<file path="config.mk">
export PLATFORM = sky130hd
export DESIGN_NAME = cfgld_loader
export DESIGN_NICKNAME = d
export VERILOG_FILES = /design/src/rtl/cfgld_pkg.sv /design/src/rtl/cfgld_hdr.sv /design/src/rtl/cfgld_lenctr.sv /design/src/rtl/cfgld_frm.sv /design/src/rtl/cfgld_daisy.sv /design/src/rtl/cfgld_loader.sv
export SDC_FILE = /design/constraint.sdc
export NUM_CORES = 1
export LEC_CHECK = 0
export ABC_AREA = 1
export BUFFER_PORTS_ARGS = -buffer_cell sky130_fd_sc_hd__buf_4
export CORE_MARGIN = 1
export CORE_UTILIZATION = 45
export CTS_CLUSTER_DIAMETER = 50
export DETAILED_ROUTE_END_ITERATION = 6
export HOLD_SLACK_MARGIN = 0.02
export PLACE_DENSITY = 0.61
export SYNTH_ARGS = -nofsm -noshare
export SYNTH_HDL_FRONTEND = slang
export SYNTH_HIERARCHICAL = 1
export SYNTH_SLANG_ARGS = --single-unit
</file>
<file path="constraint.sdc">
create_clock -name clk -period 4.5 [get_ports clk]
set_input_delay 1.125 -clock clk [delete_from_list [all_inputs] [get_ports clk]]
set_output_delay 1.125 -clock clk [all_outputs]
set_load 0.02 [all_outputs]
</file>
<file path="src/rtl/cfgld_pkg.sv">
package cfgld_pkg;

    localparam int PRE_ONES  = 8;
    localparam int SYNC_BITS = 4;
    localparam logic [SYNC_BITS-1:0] SYNC_PAT = 4'b0010;
    localparam int LEN_BITS  = 24;
    localparam int TRL_BITS  = 4;
    localparam int STOP_BITS = 3;

    typedef enum logic [2:0] {H_PRE, H_SYNC, H_LEN, H_TRL, H_FIN} hdr_st_e;
    typedef enum logic [2:0] {F_START, F_DATA, F_STOP, F_PASS, F_ERR} frm_st_e;

    // header events handed to the counter and frame stages
    typedef struct packed {
        logic load;   // last trailer bit on din this cycle
        logic bad;    // trailer bit on din is 0
        logic fin;    // header fully consumed
    } hdr_ev_t;

    function automatic int cw(input int n);
        return (n <= 1) ? 1 : $clog2(n);
    endfunction

    function automatic int imax(input int a, input int b);
        return (a > b) ? a : b;
    endfunction

endpackage

</file>
<file path="src/rtl/cfgld_hdr.sv">
module cfgld_hdr
    import cfgld_pkg::*;
(
    input  logic                clk,
    input  logic                rst,
    input  logic                din,
    output hdr_ev_t             ev,
    output logic [LEN_BITS-1:0] len
);
    localparam int OW = cw(PRE_ONES + 1);
    localparam int PW = cw(imax(LEN_BITS, imax(SYNC_BITS, TRL_BITS)));

    hdr_st_e       st;
    logic [OW-1:0] ones;
    logic [PW-1:0] pos;

    always_ff @(posedge clk) begin
        if (rst) begin
            st   <= H_PRE;
            ones <= '0;
            pos  <= '0;
            len  <= '0;
        end else begin
            case (st)
                H_PRE: begin
                    if (din) begin
                        if (ones != OW'(PRE_ONES)) ones <= ones + 1'b1;
                    end else if (ones == OW'(PRE_ONES)) begin
                        st  <= H_SYNC;
                        pos <= PW'(1);
                    end else begin
                        ones <= '0;
                    end
                end
                H_SYNC: begin
                    if (din == SYNC_PAT[PW'(SYNC_BITS-1) - pos]) begin
                        if (pos == PW'(SYNC_BITS-1)) begin
                            st  <= H_LEN;
                            pos <= '0;
                        end else begin
                            pos <= pos + 1'b1;
                        end
                    end else begin
                        st   <= H_PRE;
                        ones <= din ? OW'(1) : '0;
                    end
                end
                H_LEN: begin
                    len <= {len[LEN_BITS-2:0], din};
                    if (pos == PW'(LEN_BITS-1)) begin
                        st  <= H_TRL;
                        pos <= '0;
                    end else begin
                        pos <= pos + 1'b1;
                    end
                end
                H_TRL: begin
                    if (pos == PW'(TRL_BITS-1)) st <= H_FIN;
                    else                        pos <= pos + 1'b1;
                end
                default: st <= H_FIN;
            endcase
        end
    end

    always_comb begin
        ev.load = (st == H_TRL) && (pos == PW'(TRL_BITS-1));
        ev.bad  = (st == H_TRL) && !din;
        ev.fin  = (st == H_FIN);
    end

    // once the header is consumed it stays consumed until reset
    p_fin_sticky_r2: assert property (@(posedge clk) disable iff (rst)
        ev.fin |=> ev.fin);
    // the load event precedes the finished state by exactly one edge
    p_load_then_fin_r2: assert property (@(posedge clk) disable iff (rst)
        ev.load |=> ev.fin);

endmodule

</file>
<file path="src/rtl/cfgld_lenctr.sv">
module cfgld_lenctr
    import cfgld_pkg::*;
(
    input  logic                clk,
    input  logic                rst,
    input  logic                load,
    input  logic                run,
    input  logic [LEN_BITS-1:0] len,
    output logic                done
);
    logic [LEN_BITS-1:0] cnt;
    logic                hit;   // counter reached zero

    always_ff @(posedge clk) begin
        if (rst) begin
            cnt  <= '0;
            hit  <= 1'b0;
            done <= 1'b0;
        end else begin
            done <= hit;
            if (load) begin
                cnt <= len;
                if (len == '0) hit <= 1'b1;
            end else if (run && cnt != '0) begin
                cnt <= cnt - 1'b1;
                if (cnt == LEN_BITS'(1)) hit <= 1'b1;
            end
        end
    end

    // completion is sticky
    p_done_sticky_r3: assert property (@(posedge clk) disable iff (rst)
        done |=> done);
    // completion is only reported with the counter drained
    p_done_zero_r3: assert property (@(posedge clk) disable iff (rst)
        done |-> (cnt == '0));

endmodule

</file>
<file path="src/rtl/cfgld_frm.sv">
module cfgld_frm
    import cfgld_pkg::*;
#(
    parameter int NUM_FRAMES = 4,
    parameter int FRAME_BITS = 16
) (
    input  logic                          clk,
    input  logic                          rst,
    input  logic                          din,
    input  logic                          active,
    input  logic                          hdr_bad,
    output logic [FRAME_BITS-1:0]         data,
    output logic [cw(NUM_FRAMES)-1:0]     idx,
    output logic                          valid,
    output logic                          err,
    output logic                          pass
);
    localparam int IW = cw(NUM_FRAMES);
    localparam int BW = cw(imax(FRAME_BITS, STOP_BITS));

    frm_st_e               st;
    logic [BW-1:0]         bcnt;
    logic [FRAME_BITS-1:0] shreg;
    logic [IW-1:0]         fcnt;

    always_ff @(posedge clk) begin
        if (rst) begin
            st    <= F_START;
            bcnt  <= '0;
            shreg <= '0;
            fcnt  <= '0;
            data  <= '0;
            idx   <= '0;
            valid <= 1'b0;
        end else begin
            valid <= 1'b0;
            if (hdr_bad) begin
                st <= F_ERR;
            end else begin
                case (st)
                    F_START: begin
                        if (active) begin
                            st   <= din ? F_ERR : F_DATA;
                            bcnt <= '0;
                        end
                    end
                    F_DATA: begin
                        shreg <= {shreg[FRAME_BITS-2:0], din};
                        if (bcnt == BW'(FRAME_BITS-1)) begin
                            st   <= F_STOP;
                            bcnt <= '0;
                        end else begin
                            bcnt <= bcnt + 1'b1;
                        end
                    end
                    F_STOP: begin
                        if (!din) begin
                            st <= F_ERR;
                        end else if (bcnt == BW'(STOP_BITS-1)) begin
                            valid <= 1'b1;
                            data  <= shreg;
                            idx   <= fcnt;
                            if (fcnt == IW'(NUM_FRAMES-1)) begin
                                st <= F_PASS;
                            end else begin
                                fcnt <= fcnt + 1'b1;
                                st   <= F_START;
                            end
                        end else begin
                            bcnt <= bcnt + 1'b1;
                        end
                    end
                    F_PASS:  st <= F_PASS;
                    default: st <= F_ERR;
                endcase
            end
        end
    end

    assign err  = (st == F_ERR);
    assign pass = (st == F_PASS);

    // a frame strobe lasts a single cycle
    p_valid_pulse_r4: assert property (@(posedge clk) disable iff (rst)
        valid |=> !valid);
    // delivered index never exceeds the local frame count
    p_idx_range_r5: assert property (@(posedge clk) disable iff (rst)
        valid |-> (int'(idx) < NUM_FRAMES));
    // error is sticky and blocks every later strobe
    p_err_sticky_r6: assert property (@(posedge clk) disable iff (rst)
        err |=> (err && !valid));
    // nothing is captured while passing bits through
    p_pass_no_capture_r8: assert property (@(posedge clk) disable iff (rst)
        (pass && $past(pass)) |-> !valid);

endmodule

</file>
<file path="src/rtl/cfgld_daisy.sv">
module cfgld_daisy (
    input  logic clk,
    input  logic rst,
    input  logic din,
    input  logic fwd,
    output logic dout
);
    logic bit_q;
    logic fwd_q;

    always_ff @(posedge clk) begin
        if (rst) begin
            bit_q <= 1'b1;
            fwd_q <= 1'b0;
        end else begin
            bit_q <= din;
            fwd_q <= fwd;
        end
    end

    always_ff @(negedge clk) begin
        if (rst) dout <= 1'b1;
        else     dout <= fwd_q ? bit_q : 1'b1;
    end

    // idle level is high whenever nothing is being forwarded
    p_idle_high_r8: assert property (@(negedge clk) disable iff (rst)
        !$past(fwd_q) |-> dout);

endmodule

</file>
<file path="src/rtl/cfgld_loader.sv">
module cfgld_loader
    import cfgld_pkg::*;
#(
    parameter int NUM_FRAMES = 4,
    parameter int FRAME_BITS = 16
) (
    input  logic                      clk,
    input  logic                      rst,
    input  logic                      din,
    output logic [FRAME_BITS-1:0]     frame_data,
    output logic [cw(NUM_FRAMES)-1:0] frame_idx,
    output logic                      frame_valid,
    output logic                      frame_err,
    output logic                      done,
    output logic                      daisy_out
);
    hdr_ev_t             ev;
    logic [LEN_BITS-1:0] len;
    logic                pass;

    cfgld_hdr u_hdr (
        .clk (clk),
        .rst (rst),
        .din (din),
        .ev  (ev),
        .len (len)
    );

    cfgld_lenctr u_ctr (
        .clk  (clk),
        .rst  (rst),
        .load (ev.load),
        .run  (ev.fin),
        .len  (len),
        .done (done)
    );

    cfgld_frm #(
        .NUM_FRAMES (NUM_FRAMES),
        .FRAME_BITS (FRAME_BITS)
    ) u_frm (
        .clk     (clk),
        .rst     (rst),
        .din     (din),
        .active  (ev.fin),
        .hdr_bad (ev.bad),
        .data    (frame_data),
        .idx     (frame_idx),
        .valid   (frame_valid),
        .err     (frame_err),
        .pass    (pass)
    );

    cfgld_daisy u_dsy (
        .clk  (clk),
        .rst  (rst),
        .din  (din),
        .fwd  (pass),
        .dout (daisy_out)
    );

    // the cycle after reset every indicator is back at idle
    p_reset_clears_r9: assert property (@(posedge clk)
        $past(rst) |-> (!done && !frame_err && !frame_valid && frame_idx == '0));

endmodule

</file>
Yosys cells after proc, flatten, opt, wreduce, memory -nomap -nowiden
Cells that the tools add are included.
{"block": "word_totals", "out_inout_bits": 22, "reg_bits": 109, "word_cells": 134, "input_bits": 3}
{"block": "op_classes", "eq_ne": 36, "magnitude_cmp": 1, "add_sub_neg": 6, "mux": 42, "bitwise": 5, "n_reduce_logical": 26}
{"cell": "$mux W24", "n": 2}
{"cell": "$mux W3", "n": 12}
{"cell": "$mux W4", "n": 8}
{"cell": "$mux W5", "n": 6}
{"cell": "$eq A24 B1 Y1 const B", "n": 1}
{"cell": "$logic_not A24 Y1", "n": 1}
{"cell": "$pmux W3 S4", "n": 2}
{"cell": "$reduce_bool A24 Y1", "n": 1}
{"cell": "$sub A24 B1 Y24 const B", "n": 1}
{"cell": "$pmux W5 S4", "n": 1}
{"cell": "$reduce_and A5 Y1", "n": 4}
{"cell": "$ne A2 B2 Y1 const B", "n": 7}
{"cell": "$eq A3 B2 Y1 const B", "n": 4}
{"cell": "$pmux W4 S3", "n": 1}
{"cell": "$ne A2 B1 Y1 const B", "n": 5}
{"cell": "$ne A3 B2 Y1 const B", "n": 3}
{"cell": "$reduce_and A3 Y1", "n": 3}
{"cell": "$add A4 B1 Y4 const B", "n": 2}
{"cell": "$eq A4 B4 Y1 const B", "n": 2}
{"cell": "$pmux W4 S2", "n": 1}
{"cell": "$reduce_and A4 Y1", "n": 2}
{"cell": "$mux W1", "n": 7}
{"cell": "$eq A3 B1 Y1 const B", "n": 2}
{"cell": "$eq A3 B3 Y1 const B", "n": 2}
{"cell": "25 further kinds", "n": 36}

Logic depth before layout (Yosys ltp)
{"block": "depth", "depth_word": 6, "ltp_mapped": 11, "depth_no_buf": 11}

By module
The synthesis kept the hierarchy.
{"module": "cfgld_lenctr", "area_per_inst_um2": 2044.5, "cells_per_inst": 352, "instances": 1, "seq_area_each_um2": 520.5}
{"module": "cfgld_frm", "area_per_inst_um2": 1919.3, "cells_per_inst": 258, "instances": 1, "seq_area_each_um2": 880.8}
{"module": "cfgld_hdr", "area_per_inst_um2": 1705.4, "cells_per_inst": 240, "instances": 1, "seq_area_each_um2": 720.7}
{"module": "cfgld_daisy", "area_per_inst_um2": 85.1, "cells_per_inst": 9, "instances": 1, "seq_area_each_um2": 60.1}

==> impl_metrics.env <==
export IMPL_drt_first_iter_violations=364
export IMPL_grt_use_total=0.2041
export IMPL_postCtsHoldBufs=0
export IMPL_start_kind="flip-flop"
export IMPL_hpwl_um=8974
export IMPL_max_stage_delay_ns=0.29
export IMPL_final_hold_viol_count=0
export IMPL_cts_buffer_depth=2
export IMPL_crit_chain="buf_4"
export IMPL_maxCapViolCount=0
export IMPL_fin_skew_ns=0.04986
export IMPL_critPathMaxFanout=1
export IMPL_post_cts_resize_count=0
export IMPL_path_depth=1
export IMPL_grt_pass1_vias=4737
export IMPL_outcome="complete, no violations"
export IMPL_netlist_cell_type_count=39
export IMPL_syn_inst=859
export IMPL_path_class="flip-flop to primary output"
export IMPL_hold_start="u_ctr/hit"
export IMPL_cts_buffers=9
export IMPL_wl_per_cell_um=12.21
export IMPL_netlist_area_sq_um=5754
export IMPL_cp_arrival_ns=3.08
export IMPL_antenna_found_initial=0
export IMPL_hold_end="u_ctr/done"
export IMPL_io_pins=25
export IMPL_dieArea_sq_um=13240
export IMPL_slew_viol_final=0
export IMPL_clock_sinks=109
export IMPL_ys_seq_area_frac=0.3792
export IMPL_syn_to_final_growth_pct=8.502
export IMPL_power_leakage_nw=2.930
export IMPL_viasPerCell=5.004
export IMPL_fin_worst_hold_slack_ns=0.4523
export IMPL_synth_top_area_share=0.3792
export IMPL_yosysMostFrequentCell="nor2_1"
export IMPL_core_sq_um=12260
export IMPL_end_kind="primary output"
export IMPL_die_x_um=115.1
export IMPL_synth_edf_count=0
export IMPL_syn_nets=872
export IMPL_postCtsSetupBuffers=0
export IMPL_ys_top_cells_by_count="nor2_1 (222), nand2_1 (157), dfxtp_1 (109)"
export IMPL_synth_area_top_cells="dfxtp_1 (38%), nor2_1 (14%), nand2_1 (10%), nand3_1 (4.7%), inv_1 (4.5%)"
export IMPL_fillers=1255
export IMPL_powerDensity_nw_per_um2=430.4
export IMPL_clk_latency_ns=0.39
export IMPL_post_route_drc_count=0
export IMPL_globalplace_congestion=0.8658
export IMPL_drtAntennaViolNets=0
export IMPL_ys_flop_type="dfxtp_1"
export IMPL_r2r_end="u_dsy/dout"
export IMPL_path_clk_slew_ns=0.07
export IMPL_ys_async_sr_fraction=0
export IMPL_cpMaxStageDelayCell="dfxtp_1"
export IMPL_critPathBufInv=1
export IMPL_setup_worst_path_start="u_dsy/dout"
export IMPL_cts_root_buf="clkbuf_16"
export IMPL_die_h_um=115.1
export IMPL_yosys_warnings=6
export IMPL_layout_nets=882
export IMPL_cts_tree="done"
export IMPL_r2r_cells=2
export IMPL_worst_pin_slew_ns=1.047
export IMPL_h_tree_depth=3
export IMPL_hold_depth=2
export IMPL_start_util=0.4693
export IMPL_hold_class="flip-flop to flip-flop"
export IMPL_cp_data_required_time_ns=3.38
export IMPL_peakVddDrop_uv=289.0
export IMPL_diodes=0
export IMPL_rsz0062_at_grt="no"
export IMPL_maxSlewHeadroom=0.3012
export IMPL_grt_ovfl_total=0
export IMPL_synth_area_per_cell_sq_um=6.699
export IMPL_finalSetupViolCount=0
export IMPL_vias=5209
export IMPL_grt_pass1_wl_um=21720
export IMPL_firstDrtPassIters=5
export IMPL_drive_above_1_share=0.1271
export IMPL_timing_rr_start="u_dsy/bit_q"
export IMPL_rows=40
export IMPL_totalPowerFinal_w=0.002687
export IMPL_finalSetupTns_ns=0
export IMPL_fin_util=0.5092
export IMPL_critPathTopFamily="flip-flops"
export IMPL_grt_max_degree=41
export IMPL_drt_wl_total_um=12710
export IMPL_io_buffers=24
export IMPL_r2r_slack_ns=1.75
export IMPL_synth_top_area_cell="dfxtp_1"
export IMPL_ys_ff_latch=109
## cell usage in the layout (no fill, tap or decap), types with 11 or more instances in the layout
cell type	synthesis	routed
nand4_1	11	11
o21ai_0	41	41
nor2_1	222	222
buf_4	2	27
a21oi_1	30	30
nand2_2	18	18
nand3_1	54	54
nand2_1	157	157
nor2_2	14	14
dfxtp_1	109	109
inv_1	69	69
o21ai_1	33	33
## state kept, by name, indices dropped and copies added (netlist names), 2 cells and up
signal and cells:
u_frm/data 16, u_ctr/cnt 24, u_frm/idx 2, u_hdr/ones 4
u_frm/bcnt 4, u_frm/shreg 16, u_frm/fcnt 2, u_hdr/st 3
u_frm/st 3, u_hdr/len 24, u_hdr/pos 5
## routing by layer
metal / track usage / vias up / wire [um]
met2: 0.3378 / 98 / 5874
met5: 0 / - / 0
li1: - / 2739 / -
met4: 0.05195 / 0 / 133
met3: 0.04744 / 11 / 456
met1: 0.2679 / 2361 / 6246
## through the flow
step / instance area, sq um / cells / setup slack (ns)
floorplan: 5754 / 859 / 0.7299
global placement: 5986 / 1026 / 0.6998
detailed placement: 5986 / 1026 / 0.6985
CTS: 6243 / 1041 / 0.2780
global route: 6243 / 1041 / 0.2636
finish: 6243 / 1041 / 0.2934
## area by class of cell
type	instances	area (sq um)	share of cell area
Multi-Input combinational cell	643	3088	0.4946
Sequential cell	109	2182	0.3495
Inverter	78	299.0	0.04790
Clock buffer	11	232.7	0.03727
Tap cell	168	210.2	0.03367
Timing Repair Buffer	27	202.7	0.03246
Clock inverter	5	28.78	0.004609
## report_power, final
group	switching (W)	internal, W	total [W]
clock network	0.000349	0.000373	0.000722
registers	0.000170	0.00113	0.00130
logic	0.000429	0.000239	0.000667
total	0.000947	0.00174	0.00269
## cell families after synthesis
| logic type | after synthesis | synth area share |
|---|---|---|
| adder cells (fa/ha/maj) | 10 | 0.02174 |
| AO/OA/AOI/OAI | 118 | 0.1109 |
| flip-flops | 109 | 0.3792 |
| buffers and inverters | 107 | 0.08415 |
| AND/OR/NAND/NOR | 506 | 0.3903 |
| XOR/XNOR | 9 | 0.01370 |
## how the worst max path moves through the flow
| stage | endpoint | slack (ns) |
|---|---|---|
| 4_1_cts | daisy_out | 0.28 |
| 2_1_floorplan | daisy_out | 0.73 |
| 3_3_place_gp | daisy_out | 0.70 |
| 6_report | daisy_out | 0.29 |
| 5_1_grt | daisy_out | 0.26 |
| 3_5_place_dp | daisy_out | 0.70 |
Note: power is estimated with default switching activity, not from simulation.
